--- config.mk ---
export PLATFORM = sky130hd
export DESIGN_NAME = edge_lock_monitor
export DESIGN_NICKNAME = d
export VERILOG_FILES = /design/src/rtl/lock_det_pkg.sv /design/src/rtl/win_decode.sv /design/src/rtl/pair_window.sv /design/src/rtl/lock_counter.sv /design/src/rtl/edge_lock_monitor.sv
export SDC_FILE = /design/constraint.sdc
export NUM_CORES = 1
export LEC_CHECK = 0
export ABC_AREA = 1
export BUFFER_PORTS_ARGS = -buffer_cell sky130_fd_sc_hd__buf_2
export CAP_MARGIN = 10
export CORE_MARGIN = 2
export CORE_UTILIZATION = 62
export DETAILED_ROUTE_END_ITERATION = 8
export PLACE_DENSITY = 0.94
export SYNTH_ARGS = -nofsm -noshare
export SYNTH_HDL_FRONTEND = slang
export SYNTH_SLANG_ARGS = --single-unit
--- constraint.sdc ---
create_clock -name clk -period 6.9 [get_ports clk]
set_input_delay 1.035 -clock clk [delete_from_list [all_inputs] [get_ports clk]]
set_output_delay 1.035 -clock clk [all_outputs]
set_load 0.03 [all_outputs]
--- src/rtl/lock_det_pkg.sv ---
package lock_det_pkg;

    localparam int CFG_W = 10;
    localparam int THR_W = 3;

    typedef struct packed {
        logic [1:0]       shift;
        logic [2:0]       base;
        logic [THR_W-1:0] thr;
        logic             mode;
        logic             en;
    } lock_cfg_t;

endpackage

--- src/rtl/win_decode.sv ---
module win_decode #(
    parameter int WIN_W     = 7,
    parameter int FIXED_WIN = 3
) (
    input  logic             mode,
    input  logic [2:0]       base,
    input  logic [1:0]       shift,
    output logic [WIN_W-1:0] win
);
    localparam logic [WIN_W-1:0] FIXED_V = WIN_W'(FIXED_WIN);

    logic [WIN_W-1:0] prog_v;

    always_comb begin
        prog_v = WIN_W'({1'b0, base} + 4'd1) << shift;
        win    = mode ? prog_v : FIXED_V;
    end
endmodule

--- src/rtl/pair_window.sv ---
module pair_window #(
    parameter int WIN_W = 7
) (
    input  logic             clk,
    input  logic             rst,
    input  logic             en,
    input  logic             ref_p,
    input  logic             osc_p,
    input  logic [WIN_W-1:0] win,
    output logic             pair_ok,
    output logic             pair_fail
);
    typedef struct packed {
        logic             open;
        logic             side_ref;
        logic [WIN_W-1:0] age;
    } win_st_t;

    win_st_t st_d, st_q;
    logic    partner, same;

    always_comb begin
        st_d      = st_q;
        pair_ok   = 1'b0;
        pair_fail = 1'b0;
        partner   = st_q.side_ref ? osc_p : ref_p;
        same      = st_q.side_ref ? ref_p : osc_p;
        if (!en) begin
            st_d = '0;
        end else if (!st_q.open) begin
            if (ref_p && osc_p) begin
                pair_ok = 1'b1;
            end else if (ref_p || osc_p) begin
                st_d.open     = 1'b1;
                st_d.side_ref = ref_p;
                st_d.age      = WIN_W'(1);
            end
        end else if (partner) begin
            pair_ok = 1'b1;
            if (same) st_d.age = WIN_W'(1);
            else      st_d     = '0;
        end else if (same) begin
            pair_fail = 1'b1;
            st_d.age  = WIN_W'(1);
        end else if (st_q.age >= win) begin
            pair_fail = 1'b1;
            st_d      = '0;
        end else begin
            st_d.age = st_q.age + WIN_W'(1);
        end
    end

    always_ff @(posedge clk) begin
        if (rst) st_q <= '0;
        else     st_q <= st_d;
    end


    verdict_excl_chk: assert property (@(posedge clk) disable iff (rst)
        $onehot0({pair_ok, pair_fail}));


    idle_age_chk: assert property (@(posedge clk) disable iff (rst)
        !st_q.open |-> st_q.age == '0);
endmodule

--- src/rtl/lock_counter.sv ---
module lock_counter #(
    parameter int CNT_W = 4,
    parameter int THR_W = 3
) (
    input  logic             clk,
    input  logic             rst,
    input  logic             en,
    input  logic             pair_ok,
    input  logic             pair_fail,
    input  logic [THR_W-1:0] thr,
    output logic             lock
);
    localparam int              CMP_W   = (CNT_W > THR_W) ? CNT_W : THR_W;
    localparam logic [CNT_W-1:0] CNT_MAX = '1;

    typedef struct packed {
        logic [CNT_W-1:0] cnt;
        logic             lock;
    } cnt_st_t;

    cnt_st_t          st_d, st_q;
    logic [CMP_W-1:0] eff_thr;

    always_comb begin
        st_d    = st_q;
        eff_thr = (thr == '0) ? CMP_W'(1) : CMP_W'(thr);
        if (!en || pair_fail)
            st_d.cnt = '0;
        else if (pair_ok && st_q.cnt != CNT_MAX)
            st_d.cnt = st_q.cnt + CNT_W'(1);
        st_d.lock = en && (CMP_W'(st_d.cnt) >= eff_thr);
    end

    always_ff @(posedge clk) begin
        if (rst) st_q <= '0;
        else     st_q <= st_d;
    end

    assign lock = st_q.lock;


    fail_clears_chk: assert property (@(posedge clk) disable iff (rst)
        pair_fail |=> (st_q.cnt == '0 && !st_q.lock));


    disabled_idle_chk: assert property (@(posedge clk) disable iff (rst)
        !en |=> (st_q.cnt == '0 && !st_q.lock));


    no_overflow_chk: assert property (@(posedge clk) disable iff (rst)
        (en && pair_ok && !pair_fail && st_q.cnt == CNT_MAX) |=> st_q.cnt == CNT_MAX);


    lock_needs_count_chk: assert property (@(posedge clk) disable iff (rst)
        st_q.lock |-> st_q.cnt != '0);
endmodule

--- src/rtl/edge_lock_monitor.sv ---
module edge_lock_monitor #(
    parameter int FIXED_WIN = 3,
    parameter int CNT_W     = 4
) (
    input  logic                           clk,
    input  logic                           rst,
    input  logic                           ref_pulse,
    input  logic                           osc_pulse,
    input  logic [lock_det_pkg::CFG_W-1:0] cfg,
    output logic                           lock_pin,
    output logic                           lock_stat
);
    import lock_det_pkg::*;

    localparam int WIN_W = 7;

    lock_cfg_t        c;
    logic [WIN_W-1:0] win;
    logic             ok, fail, lock;

    assign c = lock_cfg_t'(cfg);

    win_decode #(.WIN_W(WIN_W), .FIXED_WIN(FIXED_WIN)) u_dec (
        .mode(c.mode), .base(c.base), .shift(c.shift), .win(win)
    );

    pair_window #(.WIN_W(WIN_W)) u_win (
        .clk(clk), .rst(rst), .en(c.en), .ref_p(ref_pulse), .osc_p(osc_pulse),
        .win(win), .pair_ok(ok), .pair_fail(fail)
    );

    lock_counter #(.CNT_W(CNT_W), .THR_W(THR_W)) u_cnt (
        .clk(clk), .rst(rst), .en(c.en), .pair_ok(ok), .pair_fail(fail),
        .thr(c.thr), .lock(lock)
    );

    assign lock_pin  = lock;
    assign lock_stat = lock;


    reset_clears_chk: assert property (@(posedge clk) rst |=> !lock_pin);
endmodule

# Word-level counts from Yosys, hierarchy flattened
# Cells that the tools add are included.
[op_classes]
n_eq_ne = 4
addsub = 3
n_bitwise = 1
n_shift = 1
n_mux = 25
n_lt_le_gt_ge = 2
reduce_logical = 11
[op_table]
columns = ["op", "n"]
rows = [
  ["9-bit 2-to-1 mux", 4],
  ["7-bit 2-to-1 mux", 3],
  ["1-bit 2-to-1 mux", 12],
  ["4-bit 2-to-1 mux", 2],
  ["7-bit by 1-bit adder with 7-bit output (second input constant)", 1],
  ["7-bit >= comparator", 1],
  ["7-bit by 2-bit << shifter with 7-bit output", 1],
  ["2-bit 2-to-1 mux", 3],
  ["3-bit by 1-bit adder with 4-bit output (second input constant)", 1],
  ["4-bit by 1-bit adder with 4-bit output (second input constant)", 1],
  ["4-bit >= comparator", 1],
  ["4-bit inequality test (second input constant)", 1],
  ["4-bit AND reduction", 1],
  ["1-bit logical AND", 3],
  ["3-bit logical NOT", 1],
  ["3-bit 2-to-1 mux", 1],
  ["3-bit inequality test (second input constant)", 1],
  ["1-bit logical OR", 2],
  ["2-bit by 1-bit inequality test with 1-bit output (second input constant)", 1],
  ["2-bit inequality test (second input constant)", 1],
  ["2-bit AND reduction", 1],
  ["2-bit nonzero test", 1],
  ["2-bit OR reduction", 1],
  ["1-bit logical NOT", 1],
  ["1-bit NOT", 1],
]
[totals]
elab_cells = 52
output_inout_bits = 2
ff_bits = 14

# Logic depth before layout (Yosys ltp)
# Gate-level depths: netlist of run 1.
[logic_depth]
word_depth = 13
mapped_depth = 19
mapped_depth_nobuf = 19

# By module
# A second synthesis of run 1 with hierarchy kept.
[hier_totals]
cells_unflattened = 191
area_unflattened_um2 = 1234.9
[by_module_without_submodules]
columns = ["mod", "n_inst", "cells_per_inst", "seq_area_each_um2", "area_per_inst_um2"]
rows = [
  ["pair_window", 1, 107, 180.2, 729.4],
  ["lock_counter", 1, 50, 100.1, 342.8],
  ["win_decode", 1, 33, 0.0, 155.1],
  ["edge_lock_monitor", 1, 1, 0.0, 7.5],
]

# Worst setup path before layout of run 1
# OpenSTA, ideal clock, no wires.
[synth_timing]
kind = "input port to flip-flop"
startpoint = "input port cfg[5] (netlist bit)"
endpoint = "register u_cnt.st_q (netlist bit u_cnt.lock)"
arrival_time_ns = 3.132
path_slack_ns = 3.649
setup_time_ns = 0.120
path_stages = 16
cell_sequence = "ha_1 -> xnor2_1 -> o21ai_0 -> a22oi_1 -> ha_1 -> nand2_1 -> nand2_1 -> a21oi_4 -> nand3_2 -> nand2_2 -> nand4_2 -> ha_1 -> o21ai_0 -> nand2_1 -> a21oi_1 -> a21oi_1"
[synth_between]
elab_chain_len = 13
[synth_rtl]
columns = ["element", "line_no", "rtl"]
rows = [
  ["start, declared", "edge_lock_monitor.sv:9", "input logic [lock_det_pkg::CFG_W-1:0] cfg,"],
  ["3-bit by 1-bit adder with 4-bit output", "win_decode.sv:15", "prog_v = WIN_W'({1'b0, base} + 4'd1) << shift;"],
  ["7-bit by 2-bit << shifter with 7-bit output", "win_decode.sv:15", ""],
  ["7-bit 2-to-1 mux", "win_decode.sv:16", "win = mode ? prog_v : FIXED_V;"],
  ["7-bit >= comparator", "pair_window.sv:45", "end else if (st_q.age >= win) begin"],
  ["1-bit 2-to-1 mux", "pair_window.sv:45", ""],
  ["1-bit 2-to-1 mux", "pair_window.sv:42", "end else if (same) begin"],
  ["1-bit 2-to-1 mux", "pair_window.sv:38", "end else if (partner) begin"],
  ["1-bit 2-to-1 mux", "pair_window.sv:30", "end else if (!st_q.open) begin"],
  ["1-bit 2-to-1 mux", "pair_window.sv:28", "if (!en) begin"],
  ["1-bit logical OR", "lock_counter.sv:27", "if (!en || pair_fail)"],
  ["4-bit 2-to-1 mux", "lock_counter.sv:27", ""],
  ["4-bit >= comparator", "lock_counter.sv:31", "st_d.lock = en && (CMP_W'(st_d.cnt) >= eff_thr);"],
  ["1-bit logical AND", "lock_counter.sv:31", ""],
  ["end signal, assigned", "lock_counter.sv:36", "else st_q <= st_d;"],
  ["end, declared", "lock_counter.sv:21", "cnt_st_t st_d, st_q;"],
]
# Every way passes these cells.
# A chain may end at the register's enable or synchronous reset.

==> flow_metrics.py, run 1 <==
metrics = {
    "outcome": {
        "status": "finished, final reports clean",
    },
    "worst_setup_path": {
        "critPathMaxStageDelay_ns": 0.31,
        "worst_setup_path_end_kind": "register",
        "worstSetupStartpointType": "input pin",
        "slowest_stage": "ha_1",
        "crit_chain": "buf_2 > ha_1 > xnor2_1 > o21ai_0 > a22oi_1 > ha_1 > nand2_1 > nand2_1 > a21oi_4 > nand3_2 > nand2_2 > nand2_2 > nor2_1 > ha_1 > o21ai_0 > nand2_1 > a21oi_1 > a21oi_1",
        "crit_type": "input pin to register",
        "cp.arrival_ns": 3.60,
        "r2r_setup_slack_ns": 4.64,
        "crit_required_ns": 7.07,
        "worstPathMaxFanout": 4,
    },
    "layout": {
        "fin_area_um2": 1410,
        "drive_gt1_share_pct": 22.6,
        "diodes": 0,
        "final_nets": 230,
        "syn2layout_area_growth_pct": 10.8,
        "n_fill_cell": 155,
    },
    "clock_tree": {
        "cts-root-buf": "clkbuf_4",
        "tritoncts": "yes",
        "cts_made_buffers": 3,
        "htree_levels": 1,
        "clk-insertion-delay-late_ns": 0.28,
        "cts_setup_buffers": 0,
        "clock_path_buffers": 2,
        "cts.clk_slew.worst_paths_ns": 0.09,
        "cts_hold_buf": 0,
        "ctsResizeCount": 0,
        "cts_sinks": 14,
    },
    "logic_synthesis": {
        "synthesis.area_um2": 1270,
        "yosysWarningCount": 0,
        "synth-main-ff-cell": "dfxtp_1",
        "synthesis.instances": 181,
        "synth_seq_cells": 14,
        "synthTopCellsByArea": "dfxtp_1 (22%), ha_1 (16%), nand2_1 (13%)",
        "ys_seq_area_share_pct": 22.1,
        "ys_types": 29,
        "synth_top_area_share_pct": 22.1,
        "synth_edf_count": 0,
        "synth_nets": 211,
        "synth_common_cells": "nand2_1 (43), inv_1 (22), nor2_1 (17), ha_1 (16), dfxtp_1 (14)",
        "yosysTopAreaCell": "dfxtp_1",
        "syn_area_per_cell_um2": 7.02,
        "synthArstFlopShare_pct": 0,
        "synth.most_common_cell": "nand2_1",
    },
    "floorplanning": {
        "rows": 16,
        "initial_core_util_pct": 65.4,
        "core_region_area_um2": 1940,
        "die_y_um": 49.3,
        "ios": 16,
        "fp.dieW_um": 49.3,
        "dieArea_um2": 2430,
    },
    "placement": {
        "port_buffers": 15,
        "place_ws_ns": 3.22,
        "hpwl_um": 2330,
        "gp_congestion": 0.837,
        "dpl-instance-area_um2": 1370,
    },
    "sta": {
        "fmax_mhz": 291,
        "rsz0062_at_grt": "no",
        "period_minus_slack_ns": 3.43,
        "setup_viol": 0,
        "period_share_pct": 49.7,
        "slew_headroom_pct": 73.6,
        "finalHoldViolCount": 0,
        "setup_tns_ns": 0,
        "skew_ns": 0.00568,
        "worst_pin_slew_ns": 0.396,
        "setup_ws_ns": 3.47,
        "drv_slew": 0,
    },
    "global_route": {
        "overflow": 0,
        "grt_pass1_wl_um": 4930,
        "grt_usage_pct": 25.5,
        "antenna_found_initial": 0,
        "grt_max_degree": 9,
        "grt_pass1_vias": 1233,
    },
    "routing": {
        "wire_per_inst_um": 12.6,
        "drt-total-wl_um": 2850,
        "drt.antenna.violating_nets": 0,
        "drtIter0Drc": 40,
        "num_vias": 1228,
        "drc": 0,
        "dr.pass1.iters": 4,
        "vias_per_cell": 5.43,
    },
    "hold_path": {
        "hold_path_class": "register to register",
    },
    "power_and_ir_drop": {
        "power-per-cell-area_nw_per_um2": 135,
        "vdd_ir_drop_max_mv": 0.122,
        "leakagePower_nw": 0.649,
    },
    "flow_run": {
        "drv_cap": 0,
    },
}
## worst max-delay path: cells and delay by family
kind / cells / cell delay (ns)
buffers and inverters: 1 / 0.12
AND/OR/NAND/NOR: 7 / 0.72
AO/OA/AOI/OAI: 6 / 0.81
XOR/XNOR: 1 / 0.14
adder cells (fa/ha/maj): 3 / 0.77
## stage by stage
stage | instances | utilization, % | total power, mW | hold slack [ns]
floorplan | 181 | - | 0.118 | 0.471
global placement | 222 | 70.6 | 0.128 | 0.491
detailed placement | 222 | 70.6 | 0.131 | 0.495
CTS | 226 | 72.5 | 0.192 | 0.509
global route | 226 | 72.5 | 0.200 | 0.532
finish | 226 | 72.5 | 0.190 | 0.512
## registers in the layout, summed over array words and instances (netlist names)
| register | cells |
|---|---|
| u_cnt.lock | 1 |
| u_cnt.st_q | 4 |
| u_win.st_q | 9 |
## worst paths after layout
check / from / endpoint / depth (start not counted)
max: cfg[5] / u_cnt.lock / 18
min: u_win.st_q[6] / u_win.st_q[6] / 2
min reg2reg: u_win.st_q[6] / u_win.st_q[6] / 2
max reg2reg: u_win.st_q[4] / u_cnt.lock / 13
## cells in the final DEF (no fill, tap or decap), types with 8 or more instances in the layout
cell     Yosys  routed
o21ai_0      8       8
nand3_1     10      10
inv_1       22      22
nor2_1      17      17
nand2_1     43      43
buf_2        0      15
dfxtp_1     14      14
a21oi_1      8       8
ha_1        16      16
## cell type report
| type | instances | area [um2] | share of cell area [%] |
|---|---|---|---|
| clock buffer | 4 | 36.3 | 2.58 |
| inverter | 28 | 110 | 7.82 |
| multi-input combinational | 138 | 872 | 62.0 |
| sequential | 14 | 280 | 19.9 |
| tap | 27 | 33.8 | 2.40 |
| timing repair buffer | 15 | 75.1 | 5.33 |
## report_power, final
| part | total (mW) | internal [mW] | switching (mW) |
|---|---|---|---|
| combinational | 0.0458 | 0.0163 | 0.0295 |
| clock | 0.0597 | 0.0321 | 0.0275 |
| sequential | 0.0842 | 0.0823 | 0.00193 |
## logic make-up after synthesis
group                    synth area share, %
AO/OA/AOI/OAI                           15.2
XOR/XNOR                                2.07
adder cells (fa/ha/maj)                 15.8
buffers and inverters                   9.26
flip-flops                              22.1
multiplexers                           0.788
AND/OR/NAND/NOR                         34.9
## layer usage
metal,GRT usage [%],vias to the layer above,part of all wire [%]
met5,0,-,0
met4,5.24,0,1.2
met3,5.52,4,5.1
met2,51.4,37,54
met1,26.2,554,39
li1,-,633,-
No activity file was read; power rests on OpenSTA's default activity.
==> run 2, diff against run 1 <==
- CORE_UTILIZATION: 62 -> 52
- PLACE_DENSITY: 0.94 -> 0.85
- clock period: 6.9 -> 2.8 ns (I/O delays scaled with it)
==> run 2 against run 1 <==
Clock power up 150%; register-to-register slack worse by 4.0 ns; sequential share of layout area down 0.91 points; power rose to 2.5 times the previous value; global-route usage down 4.6 points; die area up 18%; combinational power rose to 2.7 times the previous value.
==> flow_metrics.py, run 2 (synthesized netlist as in run 1, its figures left out) <==
metrics = {
    "hold_path": {
        "hold_path_class": "input pin to register",
        "whs_path_depth": 2,
        "min_to": "u_cnt.st_q[3]",
        "hold_start": "rst",
    },
    "outcome": {
        "status": "finished, final reports clean",
    },
    "clock_tree": {
        "cts.clk_slew.worst_paths_ns": 0.09,
        "htree_levels": 1,
        "clock_path_buffers": 2,
        "cts_sinks": 14,
        "clk-insertion-delay-late_ns": 0.29,
        "cts_hold_buf": 0,
        "cts-root-buf": "clkbuf_4",
        "tritoncts": "yes",
        "cts_made_buffers": 3,
    },
    "power_and_ir_drop": {
        "power-per-cell-area_nw_per_um2": 323,
        "p_int_mw": 0.331,
        "vdd_ir_drop_max_mv": 0.420,
        "switching_power_mw": 0.146,
        "swShare_pct": 30.6,
        "p_seq_share_pct": 43.5,
        "pwr-share-comb_pct": 25.5,
        "leakagePower_nw": 0.685,
        "clkPwrFrac_pct": 31.0,
    },
    "floorplanning": {
        "rows": 17,
        "dieArea_um2": 2850,
        "core_region_area_um2": 2250,
        "fp.dieW_um": 53.4,
        "initial_core_util_pct": 56.3,
        "ios": 16,
        "die_y_um": 53.4,
    },
    "worst_setup_path": {
        "cp_num_buf_inv": 2,
        "critPathMaxStageDelay_ns": 0.28,
        "worst_setup_path_end_kind": "register",
        "crit_type": "input pin to register",
        "slowest_stage": "ha_1",
        "worstPathMaxFanout": 3,
        "cp.arrival_ns": 2.78,
        "rr_startpoint": "u_win.st_q[4]",
        "crit_chain": "buf_2 > ha_1 > xnor2_2 > mux2i_1 > nand2_1 > ha_1 > nand2_1 > inv_1 > a21oi_4 > nand3_2 > nand2_2 > nand4_2 > ha_1 > o21ai_0 > nand2_1 > a21oi_1 > a21oi_1",
        "r2r-end": "u_cnt.lock",
        "crit_family": "adder cells",
        "worstSetupStartpointType": "input pin",
        "r2r_cells": 12,
        "crit_required_ns": 2.98,
        "r2r_setup_slack_ns": 0.62,
    },
    "sta": {
        "setup_viol": 0,
        "period_minus_slack_ns": 2.60,
        "finalHoldViolCount": 0,
        "fmax_mhz": 385,
        "worst_pin_slew_ns": 0.342,
        "slew_headroom_pct": 77.1,
        "skew_ns": 0.00449,
        "drv_slew": 0,
        "period_share_pct": 92.7,
        "setup_ws_ns": 0.203,
        "holdWs_ns": 0.353,
    },
    "global_route": {
        "grt_usage_pct": 20.9,
        "grt_pass1_wl_um": 4420,
        "overflow": 0,
        "antenna_found_initial": 0,
        "grt_max_degree": 9,
        "grt_pass1_vias": 1161,
    },
    "layout": {
        "syn2layout_area_growth_pct": 16.2,
        "final_cell_mix": "nand2_1 (43), inv_1 (22), nor2_1 (17), ha_1 (16), buf_2 (15)",
        "largest_reg_flops": 9,
        "layout_commonest_cell": "nand2_1",
        "diodes": 0,
        "drive_gt1_share_pct": 26.8,
        "final_nets": 236,
        "regMostFlops": "u_win.st_q",
        "utilization_pct": 65.4,
        "instances_no_fill": 233,
    },
    "placement": {
        "gp_congestion": 0.809,
        "hpwl_um": 2120,
        "dp.cells": 229,
        "place_ws_ns": -0.157,
        "port_buffers": 15,
    },
    "routing": {
        "drc": 0,
        "wire_per_inst_um": 10.9,
        "drtIter0Drc": 20,
        "drt.antenna.violating_nets": 0,
        "num_vias": 1207,
        "vias_per_cell": 5.18,
        "dr.pass1.iters": 4,
        "drt-total-wl_um": 2530,
    },
    "flow_run": {
        "drv_cap": 0,
    },
}
==> run 2: cell count changes in the layout (fill, tap and decap cells not counted) <==
cell / before / now
xnor2_2: 0 / 1
buf_4: 0 / 6
o21ai_2: 2 / 3
a22oi_2: 0 / 2
a22oi_1: 3 / 1
o21ai_0: 8 / 7
xnor2_1: 3 / 2
==> run 2: per-layer routing <==
metal / GRT usage (%) / part of all wire [%] / vias to the layer above
met1: 23.0 / 44 / 538
met3: 6.50 / 4.8 / 2
met5: 0 / 0 / -
met2: 38.3 / 50 / 25
met4: 5.13 / 0.83 / 0
li1: - / - / 642
==> run 2: worst max path at each step <==
stage          slack [ns]  cells after the start         end   start
2_1_floorplan        0.16                     16  u_cnt.lock  cfg[5]
3_3_place_gp        -0.04                     17  u_cnt.lock  cfg[5]
3_5_place_dp        -0.16                     17  u_cnt.lock  cfg[5]
4_1_cts              0.15                     17  u_cnt.lock  cfg[5]
5_1_grt             -0.01                     17  u_cnt.lock  cfg[5]
6_report             0.20                     17  u_cnt.lock  cfg[5]
==> run 2: area by class of cell <==
class                      count  area (um2)
fill                         204         779
inverter                      28         110
timing repair buffer          21         120
tap                           28        35.0
clock buffer                   4        36.3
multi-input combinational    138         893
sequential                    14         280
==> run 2: power groups by stage <==
stage               sequential, mW  combinational [mW]  clock, mW
floorplan                    0.212              0.0777          0
global placement             0.212               0.113          0
detailed placement           0.212               0.117          0
CTS                          0.207               0.117      0.150
global route                 0.208               0.139      0.157
finish                       0.207               0.122      0.148
==> run 2: metrics by stage <==
step | power, mW | area (um2) | TNS (ns)
final | 0.477 | 1480 | 0
after detailed placement | 0.329 | 1420 | -0.157
after floorplan | 0.290 | 1270 | 0
after global placement | 0.325 | 1420 | -0.0373
after CTS | 0.474 | 1450 | 0
after global routing | 0.504 | 1480 | -0.00983
==> run 2: what timing repair did <==
item                                    in CTS  in global routing
endpoints found under the setup margin       0                  1
setup buffers                                0                  0
gates resized for setup                      0                  5
